<file path="config.mk">
export PLATFORM = sky130hd
export DESIGN_NAME = toe_seq_top
export DESIGN_NICKNAME = d
export VERILOG_FILES = /design/src/rtl/toe_seq_pkg.sv /design/src/rtl/toe_seq_dp.sv /design/src/rtl/toe_seq_fsm.sv /design/src/rtl/toe_seq_top.sv
export SDC_FILE = /design/constraint.sdc
export NUM_CORES = 1
export LEC_CHECK = 0
export BUFFER_PORTS_ARGS = -buffer_cell sky130_fd_sc_hd__buf_2
export CAP_MARGIN = 0
export CORE_MARGIN = 5
export CORE_UTILIZATION = 56
export DETAILED_ROUTE_END_ITERATION = 12
export PLACE_DENSITY = 0.8
export SYNTH_ARGS = -nofsm -noshare
export SYNTH_HDL_FRONTEND = slang
export SYNTH_SLANG_ARGS = --single-unit
</file>
<file path="constraint.sdc">
create_clock -name clk -period 4.17 [get_ports clk]
set_clock_uncertainty 0.2 [all_clocks]
set_input_delay 0.2085 -clock clk [delete_from_list [all_inputs] [get_ports clk]]
set_output_delay 0.2085 -clock clk [all_outputs]
set_load 0.02 [all_outputs]
</file>
<file path="src/rtl/toe_seq_pkg.sv">
package toe_seq_pkg;

  localparam int ADDR_W     = 4;
  localparam int DATA_W     = 32;
  localparam int NUM_PARAMS = 11;

  // register map (local choice)
  localparam logic [ADDR_W-1:0] ADDR_TOTLEN = 4'd6;
  localparam logic [ADDR_W-1:0] ADDR_PKTLEN = 4'd8;
  localparam logic [ADDR_W-1:0] ADDR_RESET  = 4'd11;
  localparam logic [ADDR_W-1:0] ADDR_CMD    = 4'd12;

  localparam logic [DATA_W-1:0] CMD_SEND    = 32'd1;
  localparam logic [DATA_W-1:0] CMD_CLOSE   = 32'd2;
  localparam logic [DATA_W-1:0] BULK_LEN    = 32'h0FFF_FFF8;
  localparam logic [DATA_W-1:0] PKT_SMALL   = 32'd1456;
  localparam logic [DATA_W-1:0] PKT_JUMBO   = 32'd8960;

  typedef enum logic [3:0] {
    ST_IDLE, ST_SET_PARAM, ST_CLR_RST, ST_WT_INIT, ST_WT_OPEN,
    ST_SET_TOTLEN, ST_SET_PKTLEN, ST_SEND_CMD, ST_WT_SEND, ST_CHK_LOOP,
    ST_ACLOSE, ST_WT_CLOSE, ST_RX_WT_CLOSE, ST_RX_END
  } seqState_e;

  typedef enum logic [2:0] {
    SEL_PARAM, SEL_RESET, SEL_TOTLEN, SEL_PKTLEN, SEL_SEND, SEL_CLOSE
  } wrSel_e;

  typedef struct packed {
    logic   wrEn;
    wrSel_e wrSel;
    logic   clrIdx;
    logic   incIdx;
    logic   clrLoop;
    logic   incLoop;
    logic   setTx;
    logic   clrTx;
    logic   setInit;
  } seqCtl_t;

endpackage

</file>
<file path="src/rtl/toe_seq_dp.sv">
module toe_seq_dp
  import toe_seq_pkg::*;
#(
  parameter int LOOP_COUNT = 8
) (
  input  logic              clk,
  input  logic              rstN,
  input  seqCtl_t           ctl,
  input  logic              coreBusy,
  input  logic              pktSizeSel,
  output logic              busyFall,
  output logic              paramLast,
  output logic              loopDone,
  output logic              regWrEn,
  output logic [ADDR_W-1:0] regAddr,
  output logic [DATA_W-1:0] regWrData,
  output logic              initDone,
  output logic              txEnable
);

  localparam int IDX_W  = $clog2(NUM_PARAMS);
  localparam int LOOP_W = $clog2(LOOP_COUNT + 1);

  logic              busyQ;
  logic [IDX_W-1:0]  paramIdx;
  logic [LOOP_W-1:0] loopCnt;
  logic [ADDR_W-1:0] nxtAddr;
  logic [DATA_W-1:0] nxtData;

  function automatic logic [DATA_W-1:0] paramValue(input logic [IDX_W-1:0] idx);
    case (idx)
      IDX_W'(0):  paramValue = 32'h0203_0405;   // MAC low word
      IDX_W'(1):  paramValue = 32'h0000_0001;   // MAC high half
      IDX_W'(2):  paramValue = 32'hC0A8_0719;   // target IP
      IDX_W'(3):  paramValue = 32'hC0A8_072A;   // own IP
      IDX_W'(4):  paramValue = 32'd4001;        // target port
      IDX_W'(5):  paramValue = 32'd4000;        // own port
      IDX_W'(6):  paramValue = 32'd1456;        // total length
      IDX_W'(7):  paramValue = 32'd312500000;   // timeout
      IDX_W'(8):  paramValue = 32'd1456;        // packet length
      IDX_W'(9):  paramValue = 32'd4;           // push mode
      IDX_W'(10): paramValue = 32'd16;          // window gap
      default:    paramValue = '0;
    endcase
  endfunction

  assign busyFall  = busyQ & ~coreBusy;
  assign paramLast = (paramIdx == IDX_W'(NUM_PARAMS - 1));
  assign loopDone  = (loopCnt == LOOP_W'(LOOP_COUNT));

  always_comb begin
    nxtAddr = '0;
    nxtData = '0;
    case (ctl.wrSel)
      SEL_PARAM:  begin nxtAddr = ADDR_W'(paramIdx); nxtData = paramValue(paramIdx); end
      SEL_RESET:  begin nxtAddr = ADDR_RESET;  nxtData = '0; end
      SEL_TOTLEN: begin nxtAddr = ADDR_TOTLEN; nxtData = BULK_LEN; end
      SEL_PKTLEN: begin nxtAddr = ADDR_PKTLEN; nxtData = pktSizeSel ? PKT_JUMBO : PKT_SMALL; end
      SEL_SEND:   begin nxtAddr = ADDR_CMD;    nxtData = CMD_SEND; end
      SEL_CLOSE:  begin nxtAddr = ADDR_CMD;    nxtData = CMD_CLOSE; end
      default:    begin nxtAddr = '0; nxtData = '0; end
    endcase
  end

  always_ff @(posedge clk or negedge rstN) begin
    if (!rstN) begin
      busyQ     <= 1'b0;
      paramIdx  <= '0;
      loopCnt   <= '0;
      regWrEn   <= 1'b0;
      regAddr   <= '0;
      regWrData <= '0;
      initDone  <= 1'b0;
      txEnable  <= 1'b0;
    end else begin
      busyQ   <= coreBusy;
      regWrEn <= ctl.wrEn;
      if (ctl.wrEn) begin
        regAddr   <= nxtAddr;
        regWrData <= nxtData;
      end
      if (ctl.clrIdx)      paramIdx <= '0;
      else if (ctl.incIdx) paramIdx <= paramIdx + 1'b1;
      if (ctl.clrLoop)     loopCnt <= '0;
      else if (ctl.incLoop && !loopDone) loopCnt <= loopCnt + 1'b1;
      if (ctl.setInit)     initDone <= 1'b1;
      if (ctl.setTx)       txEnable <= 1'b1;
      else if (ctl.clrTx)  txEnable <= 1'b0;
    end
  end

  // once initialised, the flag never drops
  assert_init_sticky_R4: assert property (@(posedge clk) disable iff (!rstN)
    initDone |=> initDone);

  // the flag rises only behind a busy falling edge
  assert_init_after_fall_R4: assert property (@(posedge clk) disable iff (!rstN)
    $rose(initDone) |-> ($past(busyQ) && !$past(coreBusy)));

  // the send loop counter never runs past its limit
  assert_loop_bound_R7: assert property (@(posedge clk) disable iff (!rstN)
    loopCnt <= LOOP_W'(LOOP_COUNT));

  // the parameter index stays inside the table
  assert_idx_bound_R2: assert property (@(posedge clk) disable iff (!rstN)
    paramIdx < IDX_W'(NUM_PARAMS));

endmodule

</file>
<file path="src/rtl/toe_seq_fsm.sv">
module toe_seq_fsm
  import toe_seq_pkg::*;
(
  input  logic    clk,
  input  logic    rstN,
  input  logic    startIn,
  input  logic    modeSend,
  input  logic    connOn,
  input  logic    rxFifoEmpty,
  input  logic    coreBusy,
  input  logic    busyFall,
  input  logic    paramLast,
  input  logic    loopDone,
  output seqCtl_t ctl
);

  seqState_e state, stateNxt;

  always_comb begin
    stateNxt = state;
    ctl      = '0;
    ctl.wrSel = SEL_PARAM;
    case (state)
      ST_IDLE: if (startIn) begin
        ctl.clrIdx = 1'b1;
        stateNxt   = ST_SET_PARAM;
      end
      ST_SET_PARAM: begin
        ctl.wrEn   = 1'b1;
        ctl.wrSel  = SEL_PARAM;
        ctl.incIdx = !paramLast;
        if (paramLast) stateNxt = ST_CLR_RST;
      end
      ST_CLR_RST: begin
        ctl.wrEn  = 1'b1;
        ctl.wrSel = SEL_RESET;
        stateNxt  = ST_WT_INIT;
      end
      ST_WT_INIT: if (busyFall) begin
        ctl.setInit = 1'b1;
        stateNxt    = ST_WT_OPEN;
      end
      ST_WT_OPEN: if (connOn) stateNxt = modeSend ? ST_SET_TOTLEN : ST_RX_WT_CLOSE;
      ST_SET_TOTLEN: begin
        ctl.wrEn    = 1'b1;
        ctl.wrSel   = SEL_TOTLEN;
        ctl.setTx   = 1'b1;
        ctl.clrLoop = 1'b1;
        stateNxt    = ST_SET_PKTLEN;
      end
      ST_SET_PKTLEN: begin
        ctl.wrEn  = 1'b1;
        ctl.wrSel = SEL_PKTLEN;
        stateNxt  = ST_SEND_CMD;
      end
      ST_SEND_CMD: begin
        ctl.wrEn  = 1'b1;
        ctl.wrSel = SEL_SEND;
        stateNxt  = ST_WT_SEND;
      end
      ST_WT_SEND: if (busyFall) begin
        ctl.incLoop = 1'b1;
        stateNxt    = ST_CHK_LOOP;
      end
      ST_CHK_LOOP: stateNxt = loopDone ? ST_ACLOSE : ST_SEND_CMD;
      ST_ACLOSE: begin
        ctl.wrEn  = 1'b1;
        ctl.wrSel = SEL_CLOSE;
        stateNxt  = ST_WT_CLOSE;
      end
      ST_WT_CLOSE: if (busyFall) begin
        ctl.clrTx = 1'b1;
        stateNxt  = ST_WT_OPEN;
      end
      ST_RX_WT_CLOSE: if (!connOn) stateNxt = ST_RX_END;
      ST_RX_END: if (rxFifoEmpty && !coreBusy) stateNxt = ST_WT_OPEN;
      default: stateNxt = ST_IDLE;
    endcase
  end

  always_ff @(posedge clk or negedge rstN) begin
    if (!rstN) state <= ST_IDLE;
    else       state <= stateNxt;
  end

  // the setting writes begin only after a start request
  assert_start_needed_R1: assert property (@(posedge clk) disable iff (!rstN)
    (state == ST_SET_PARAM && $past(state) == ST_IDLE) |-> $past(startIn));

  // the close is issued only once the loop count is complete
  assert_close_after_loop_R8: assert property (@(posedge clk) disable iff (!rstN)
    (state == ST_ACLOSE) |-> loopDone);

  // leaving the drain wait needs an empty buffer and an idle core
  assert_rx_exit_R9: assert property (@(posedge clk) disable iff (!rstN)
    ($past(state) == ST_RX_END && state == ST_WT_OPEN) |->
      ($past(rxFifoEmpty) && !$past(coreBusy)));

  // a connection with send mode selected starts the send setup next
  assert_branch_send_R5: assert property (@(posedge clk) disable iff (!rstN)
    (state == ST_WT_OPEN && connOn && modeSend) |=> (state == ST_SET_TOTLEN));

endmodule

</file>
<file path="src/rtl/toe_seq_top.sv">
module toe_seq_top
  import toe_seq_pkg::*;
#(
  parameter int LOOP_COUNT = 8
) (
  input  logic        clk,
  input  logic        rstN,
  input  logic        startIn,
  input  logic        modeSend,
  input  logic        pktSizeSel,
  input  logic        connOn,
  input  logic        rxFifoEmpty,
  input  logic        coreBusy,
  output logic        regWrEn,
  output logic [3:0]  regAddr,
  output logic [31:0] regWrData,
  output logic        initDone,
  output logic        txEnable
);

  seqCtl_t ctl;
  logic    busyFall;
  logic    paramLast;
  logic    loopDone;

  toe_seq_fsm u_fsm (
    .clk         (clk),
    .rstN        (rstN),
    .startIn     (startIn),
    .modeSend    (modeSend),
    .connOn      (connOn),
    .rxFifoEmpty (rxFifoEmpty),
    .coreBusy    (coreBusy),
    .busyFall    (busyFall),
    .paramLast   (paramLast),
    .loopDone    (loopDone),
    .ctl         (ctl)
  );

  toe_seq_dp #(.LOOP_COUNT(LOOP_COUNT)) u_dp (
    .clk        (clk),
    .rstN       (rstN),
    .ctl        (ctl),
    .coreBusy   (coreBusy),
    .pktSizeSel (pktSizeSel),
    .busyFall   (busyFall),
    .paramLast  (paramLast),
    .loopDone   (loopDone),
    .regWrEn    (regWrEn),
    .regAddr    (regAddr),
    .regWrData  (regWrData),
    .initDone   (initDone),
    .txEnable   (txEnable)
  );

endmodule

</file>
**Word-level counts from Yosys, hierarchy flattened**

Memory sizes are Yosys's and may differ from the RTL's.
Cells that the tools add are included.
Widths: inputs -> output; s select.

- Flip-flop bits (word level): 52
- Bits in read-only memories: 352
- Bits of input ports: 8
- Output and inout bits: 39
- Word-level logic and storage cells: 82
- Memories kept: 1

Memory list:

| name | words | bits a word | rd ports | clocked after Yosys merged registers in | write ports | line | RTL |
|---|---|---|---|---|---|---|---|
| (name not given) | 16 | 22 | 1 | 0 | 0 | toe_seq_dp.sv:31 | `case (idx)` |

- Add/sub/neg operators: 2
- Eq/ne operators: 27
- Muxes and demuxes: 28
- Bitwise logic cells: 2
- Reduce and logical (&&, ||, !) cells: 13

Operators with widths:

| cell | count |
|---|---|
| $pmux 32 s5 | 1 |
| $mux 4 | 13 |
| $pmux 4 s13 | 1 |
| $eq 4x4->1 const B | 8 |
| $pmux 4 s6 | 1 |
| $pmux 4 s5 | 1 |
| $eq 4x3->1 const B | 4 |
| $mux 14 | 1 |
| $mux 1 | 10 |
| $add 4x1->4 const B | 2 |
| $eq 4x2->1 const B | 2 |
| $ne 2x2->1 const B | 4 |
| $reduce_and 7->1 | 1 |
| $eq 3x2->1 const B | 2 |
| $eq 3x3->1 const B | 2 |
| $ne 2x1->1 const B | 3 |
| $reduce_bool 2->1 | 3 |
| $eq 4x1->1 const B | 1 |
| $logic_not 4->1 | 1 |
| $reduce_or 2->1 | 2 |
| $eq 3x1->1 const B | 1 |
| $logic_not 1->1 | 3 |
| $logic_not 3->1 | 1 |
| $logic_and 1x1->1 | 2 |
| 2 further kinds | 2 |

**Depth between registers and ports, before layout**

- Depth after elaboration: 7
- Gate-level depth with buffers: 13
- Mapped depth without buffers: 8

**Cells and area by module**

A second synthesis with hierarchy kept.

- Cells, all modules: 276
- Area, all modules: 2,472.4 µm²

By module, submodules not included:

| module | times used | cells an instance | area each (µm²) | seq. area each (µm²) |
|---|---|---|---|---|
| toe_seq_dp | 1 | 206 | 1,993.2 | 875.8 |
| toe_seq_fsm | 1 | 70 | 479.2 | 100.1 |

**Least setup slack after synthesis**

Ideal clock, no wire load.

- Kind: flip-flop to flip-flop
- Start: reg u_fsm.state[0]
- End: reg u_dp.regWrData[11]
- Setup time: 126 ps
- Data arrival time: 2,588 ps
- Required time: 3,844 ps
- Path slack: 1,256 ps
- Stages on the path, launching flop included: 13
- Buffers on the path: 5
- Period minus slack after synthesis: 2,914 ps
- Cell sequence: dfrtp_1 > buf_6 > buf_4 > buf_2 > buf_2 > nor3_1 > o21ai_0 > ha_1 > clkbuf_1 > nand2b_1 > a21oi_1 > or3_4 > a221o_1

- Longest elaborated chain between the ends: 4
- Elaborated cells on any way between the ends: 13
- Classes of those cells: eq/ne: 10; mux: 2; reduce/logical: 1

Ends and longest elaborated chain:

| what | line | RTL |
|---|---|---|
| from (decl) | toe_seq_fsm.sv:17 | `seqState_e state, stateNxt;` |
| from (signal assigned) | toe_seq_fsm.sv:83 | `else state <= stateNxt;` |
| $eq 4x4->1, or another cell as far along | toe_seq_fsm.sv:23 | `case (state)` |
| $pmux 4 s6 (*) | toe_seq_fsm.sv:23 |  |
| $eq 3x3->1, or another cell as far along | toe_seq_dp.sv:54 | `case (ctl.wrSel)` |
| $pmux 32 s5 | toe_seq_dp.sv:54 |  |
| to (signal assigned) | toe_seq_dp.sv:80 | `regWrData <= nxtData;` |
| to (decl) | toe_seq_dp.sv:16 | `output logic [DATA_W-1:0] regWrData,` |

Mark *: on every way between the ends. The rest lies on a longest branch, timed or not.
A chain may end at the register's enable or synchronous reset.

**Worst setup path after layout**

- Start: reg u_fsm.state[2]
- End: reg u_dp.regWrData[14]

The elaborated chain is that of the path after synthesis.

==> impl_metrics.sql <==
INSERT INTO impl_metrics (metric_group, metric, value, unit) VALUES
('outcome', 'run_status', 'finished clean', ''),
('timing', 'finalWorstPathRequiredPeriod', '3.23', 'ns'),
('timing', 'final.hold.worst_slack', '0.0935', 'ns'),
('timing', 'setup_viol_count_final', '0', ''),
('timing', 'final_clock_period_utilization_by_the_worst_path', '77.4', '%'),
('grt', 'grt_pass1_vias', '1917', ''),
('final_layout', 'area_delta_synth_final', '8.56', '%'),
('pwr', 'power.internal', '1.20', 'mW'),
('final_layout', 'multi_input_area', '0.00147', 'mm^2'),
('die', 'starting_utilization_of_the_core_area', '57.3', '%'),
('timing', 'timing_worst_slew_pin_value', '0.885', 'ns'),
('final_layout', 'finalInstanceArea', '0.00292', 'mm^2'),
('placement', 'place_area', '0.00281', 'mm^2'),
('setup_path', 'start_kind', 'register', ''),
('route', 'firstDrtPassIters', '4', ''),
('setup_path', 'crit_path_start', 'u_fsm.state[2]$_DFFE_PN0P_', ''),
('clock_tree', 'cts_buffers', '5', ''),
('clock_tree', 'cts_resized', '0', ''),
('grt', 'grt_max_degree', '40', ''),
('worst_hold_path', 'hold_class', 'input pin to register', ''),
('clock_tree', 'clock_tree_from_tritoncts', 'built', ''),
('placement', 'dp_hpwl', '4.24', 'mm'),
('synth', 'synthesis.area_per_instance', '9.44', 'um^2'),
('synth', 'total_number_of_yosys_warnings', '0', ''),
('pwr', 'share_comb_of_total_power', '58.7', '%'),
('setup_path', 'worstPathArrival', '3.22', 'ns'),
('setup_path', 'ff2ff_path_depth', '7', ''),
('synth', 'ys_async_sr_fraction', '100', '%'),
('placement', 'preCtsSetupSlack', '0.994', 'ns'),
('timing', 'fmax', '310', 'MHz'),
('synth', 'postSynth.topFlopCell', 'dfrtp_1', ''),
('grt', 'globalRouteTotalUtil', '19.0', '%'),
('placement', 'port-buffer-count', '45', ''),
('pwr', 'power.clock.fraction', '11.0', '%'),
('timing', 'rsz0062_at_grt', 'no', ''),
('pwr', 'p_seq_share', '30.3', '%'),
('clock_tree', 'cts_setup_buffers', '0', ''),
('pwr', 'switching_power_summed_over_all_nets', '1.14', 'mW'),
('final_layout', 'final_layout_size_suffix_gt1_share', '23.8', '%'),
('clock_tree', 'cts_htree_levels', '2', ''),
('setup_path', 'timing.rr.start', 'u_fsm.state[2]$_DFFE_PN0P_', ''),
('synth', 'syn_area', '0.00269', 'mm^2'),
('grt', 'antenna_found_initial', '0', ''),
('placement', 'dp.cells', '355', ''),
('timing', 'setup_total_negative_slack', '0', 'ns'),
('timing', 'relSlewSlack', '41.0', '%'),
('setup_path', 'regToRegEndpoint', 'u_dp.regWrData[14]$_DFFE_PN0N_', ''),
('final_layout', 'final_core_utilization', '62.2', '%'),
('route', 'totalWireLength', '5.85', 'mm'),
('grt', 'grt_pass1_wl', '9.49', 'mm'),
('route', 'route.vias.total', '2139', ''),
('pwr', 'sw_frac_of_total', '48.5', '%'),
('pwr', 'irDropWorstVdd', '0.525', 'mV'),
('clock_tree', 'cts.clk_slew.worst_paths', '0.08', 'ns'),
('setup_path', 'required', '4.16', 'ns'),
('die', 'fp.dieW', '79.3', 'um'),
('timing', 'finalHoldViolations', '0', ''),
('final_layout', 'seqCellArea', '976', 'um^2'),
('synth', 'total_nets_after_synthesis', '307', ''),
('pwr', 'leakage', '1.45', 'nW'),
('final_layout', 'num_antenna_cells', '0', ''),
('die', 'standard_cell_row_count', '25', ''),
('job', 'maxCapViolations', '0', ''),
('clock_tree', 'max_clock_buf_depth', '2', ''),
('die', 'floorplan_core_area', '0.00469', 'mm^2'),
('clock_tree', 'cts.sink_count', '39', ''),
('die', 'dieArea', '0.00629', 'mm^2'),
('route', 'post_drt_wl_per_cell', '16.0', 'um'),
('final_layout', 'final_standard_cell_count_with_taps_included_and_fillers_excluded', '365', ''),
('pwr', 'finalPower', '2.34', 'mW'),
('final_layout', 'n_fill_cell', '401', '');
-- metal layers --
metal | wire length, um | share of wire, % | vias up | global-route usage (%)
met2 | 2570 | 44 | 65 | 28.6
li1 | - | - | 1056 | -
met4 | 106 | 1.8 | 0 | 6.87
met3 | 337 | 5.8 | 11 | 3.97
met1 | 2840 | 48 | 1007 | 26.9
met5 | 0 | 0 | - | 0
-- state kept, by name, indices dropped and copies added (netlist names) --
register / count
u_dp.busyQ: 1
u_dp.initDone: 1
u_dp.loopCnt: 4
u_dp.paramIdx: 4
u_dp.regAddr: 4
u_dp.regWrData: 19
u_dp.regWrEn: 1
u_dp.txEnable: 1
u_fsm.state: 4
-- layout by cell type (no fill, tap or decap), drive strengths merged, types with 3 or more instances in the layout --
master / synthesis / routed
nand2b: 7 / 7
xor2: 3 / 3
a22o: 7 / 7
inv: 12 / 12
nand3b: 5 / 5
a21o: 6 / 6
a211o: 4 / 4
or2: 5 / 5
a21oi: 12 / 12
mux2: 3 / 3
buf: 27 / 49
nor3b: 3 / 3
xnor2: 3 / 3
a211oi: 4 / 4
nand2: 19 / 19
o21ai: 16 / 16
clkbuf: 6 / 5
nand3: 4 / 4
a221o: 4 / 4
ha: 14 / 14
nor2: 20 / 20
nand4: 3 / 3
dfrtp: 39 / 39
mux2i: 5 / 5
and3: 4 / 4
nor2b: 9 / 9
nor3: 7 / 7
-- kinds of logic (layout without fill, tap and decap cells) --
logic type / count (synthesis) / count (layout) / share of synthesized area, %
other: 1 / 1 / 0.139
buffers and inverters: 45 / 71 / 9.16
AOI/OAI and AO/OA: 74 / 74 / 20.9
adders and majority gates: 14 / 14 / 6.51
and+or+nand+nor: 98 / 98 / 21.8
muxes: 8 / 8 / 3.26
xor gates and xnor gates: 6 / 6 / 1.95
DFF: 39 / 39 / 36.3
-- cell type report --
cell class,count,area share [%]
Inverter,12,1.54
Multi-Input combinational cell,201,50.3
Clock inverter,3,0.686
Clock buffer,5,2.36
Tap cell,54,2.31
Sequential cell,39,33.4
Timing Repair Buffer,51,9.43
-- cell usage after synthesis (3+ instances only) --
library cell	number	area [um^2]
nand2_1	19	71.3
a21o_1	6	45.0
buf_2	8	40.0
o21ai_1	4	20.0
mux2i_1	5	50.1
a22o_1	7	61.3
nand3_1	4	20.0
a211o_1	3	26.3
ha_1	14	175
or2_2	3	18.8
xnor2_1	3	26.3
buf_4	16	120
and3_1	4	25.0
nand2b_1	7	43.8
nor3_1	6	30.0
nand4_1	3	18.8
a221o_1	4	40.0
a21oi_1	12	60.1
dfrtp_1	39	976
inv_1	12	45.0
o21ai_0	12	60.1
nand3b_1	5	37.5
xor2_1	3	26.3
nor2b_1	9	56.3
nor2_1	20	75.1
clkbuf_1	6	22.5
-- critical path, cell delays in order, from the launching register on --
cell and delay [ns]:
dfrtp_1 0.71, and3_1 0.37, o21ai_0 0.34, ha_1 0.42
o31a_1 0.33, buf_4 0.33, nor3_2 0.09, a221o_1 0.31
-- power groups by stage --
stage | sequential, mW | combinational (mW) | clock [mW]
final | 0.710 | 1.37 | 0.257
after global routing | 0.738 | 1.51 | 0.279
after CTS | 0.706 | 1.38 | 0.266
after detailed placement | 0.715 | 1.37 | 0
after global placement | 0.708 | 1.35 | 0
after floorplan | 0.676 | 1.13 | 0
-- how the worst min path moves through the flow --
stage,endpoint,start,slack (ns)
2_1_floorplan,u_dp.busyQ$_DFF_PN0_,rstN,-0.29
3_3_place_gp,u_dp.regWrData[19]$_DFFE_PN0N_,rstN,0.16
3_5_place_dp,u_dp.busyQ$_DFF_PN0_,coreBusy,0.17
4_1_cts,u_dp.regWrData[13]$_DFFE_PN0N_,pktSizeSel,0.09
5_1_grt,u_dp.regWrData[13]$_DFFE_PN0N_,pktSizeSel,0.11
6_report,u_dp.regWrData[13]$_DFFE_PN0N_,pktSizeSel,0.09
Power figures use the tool's default switching activity.
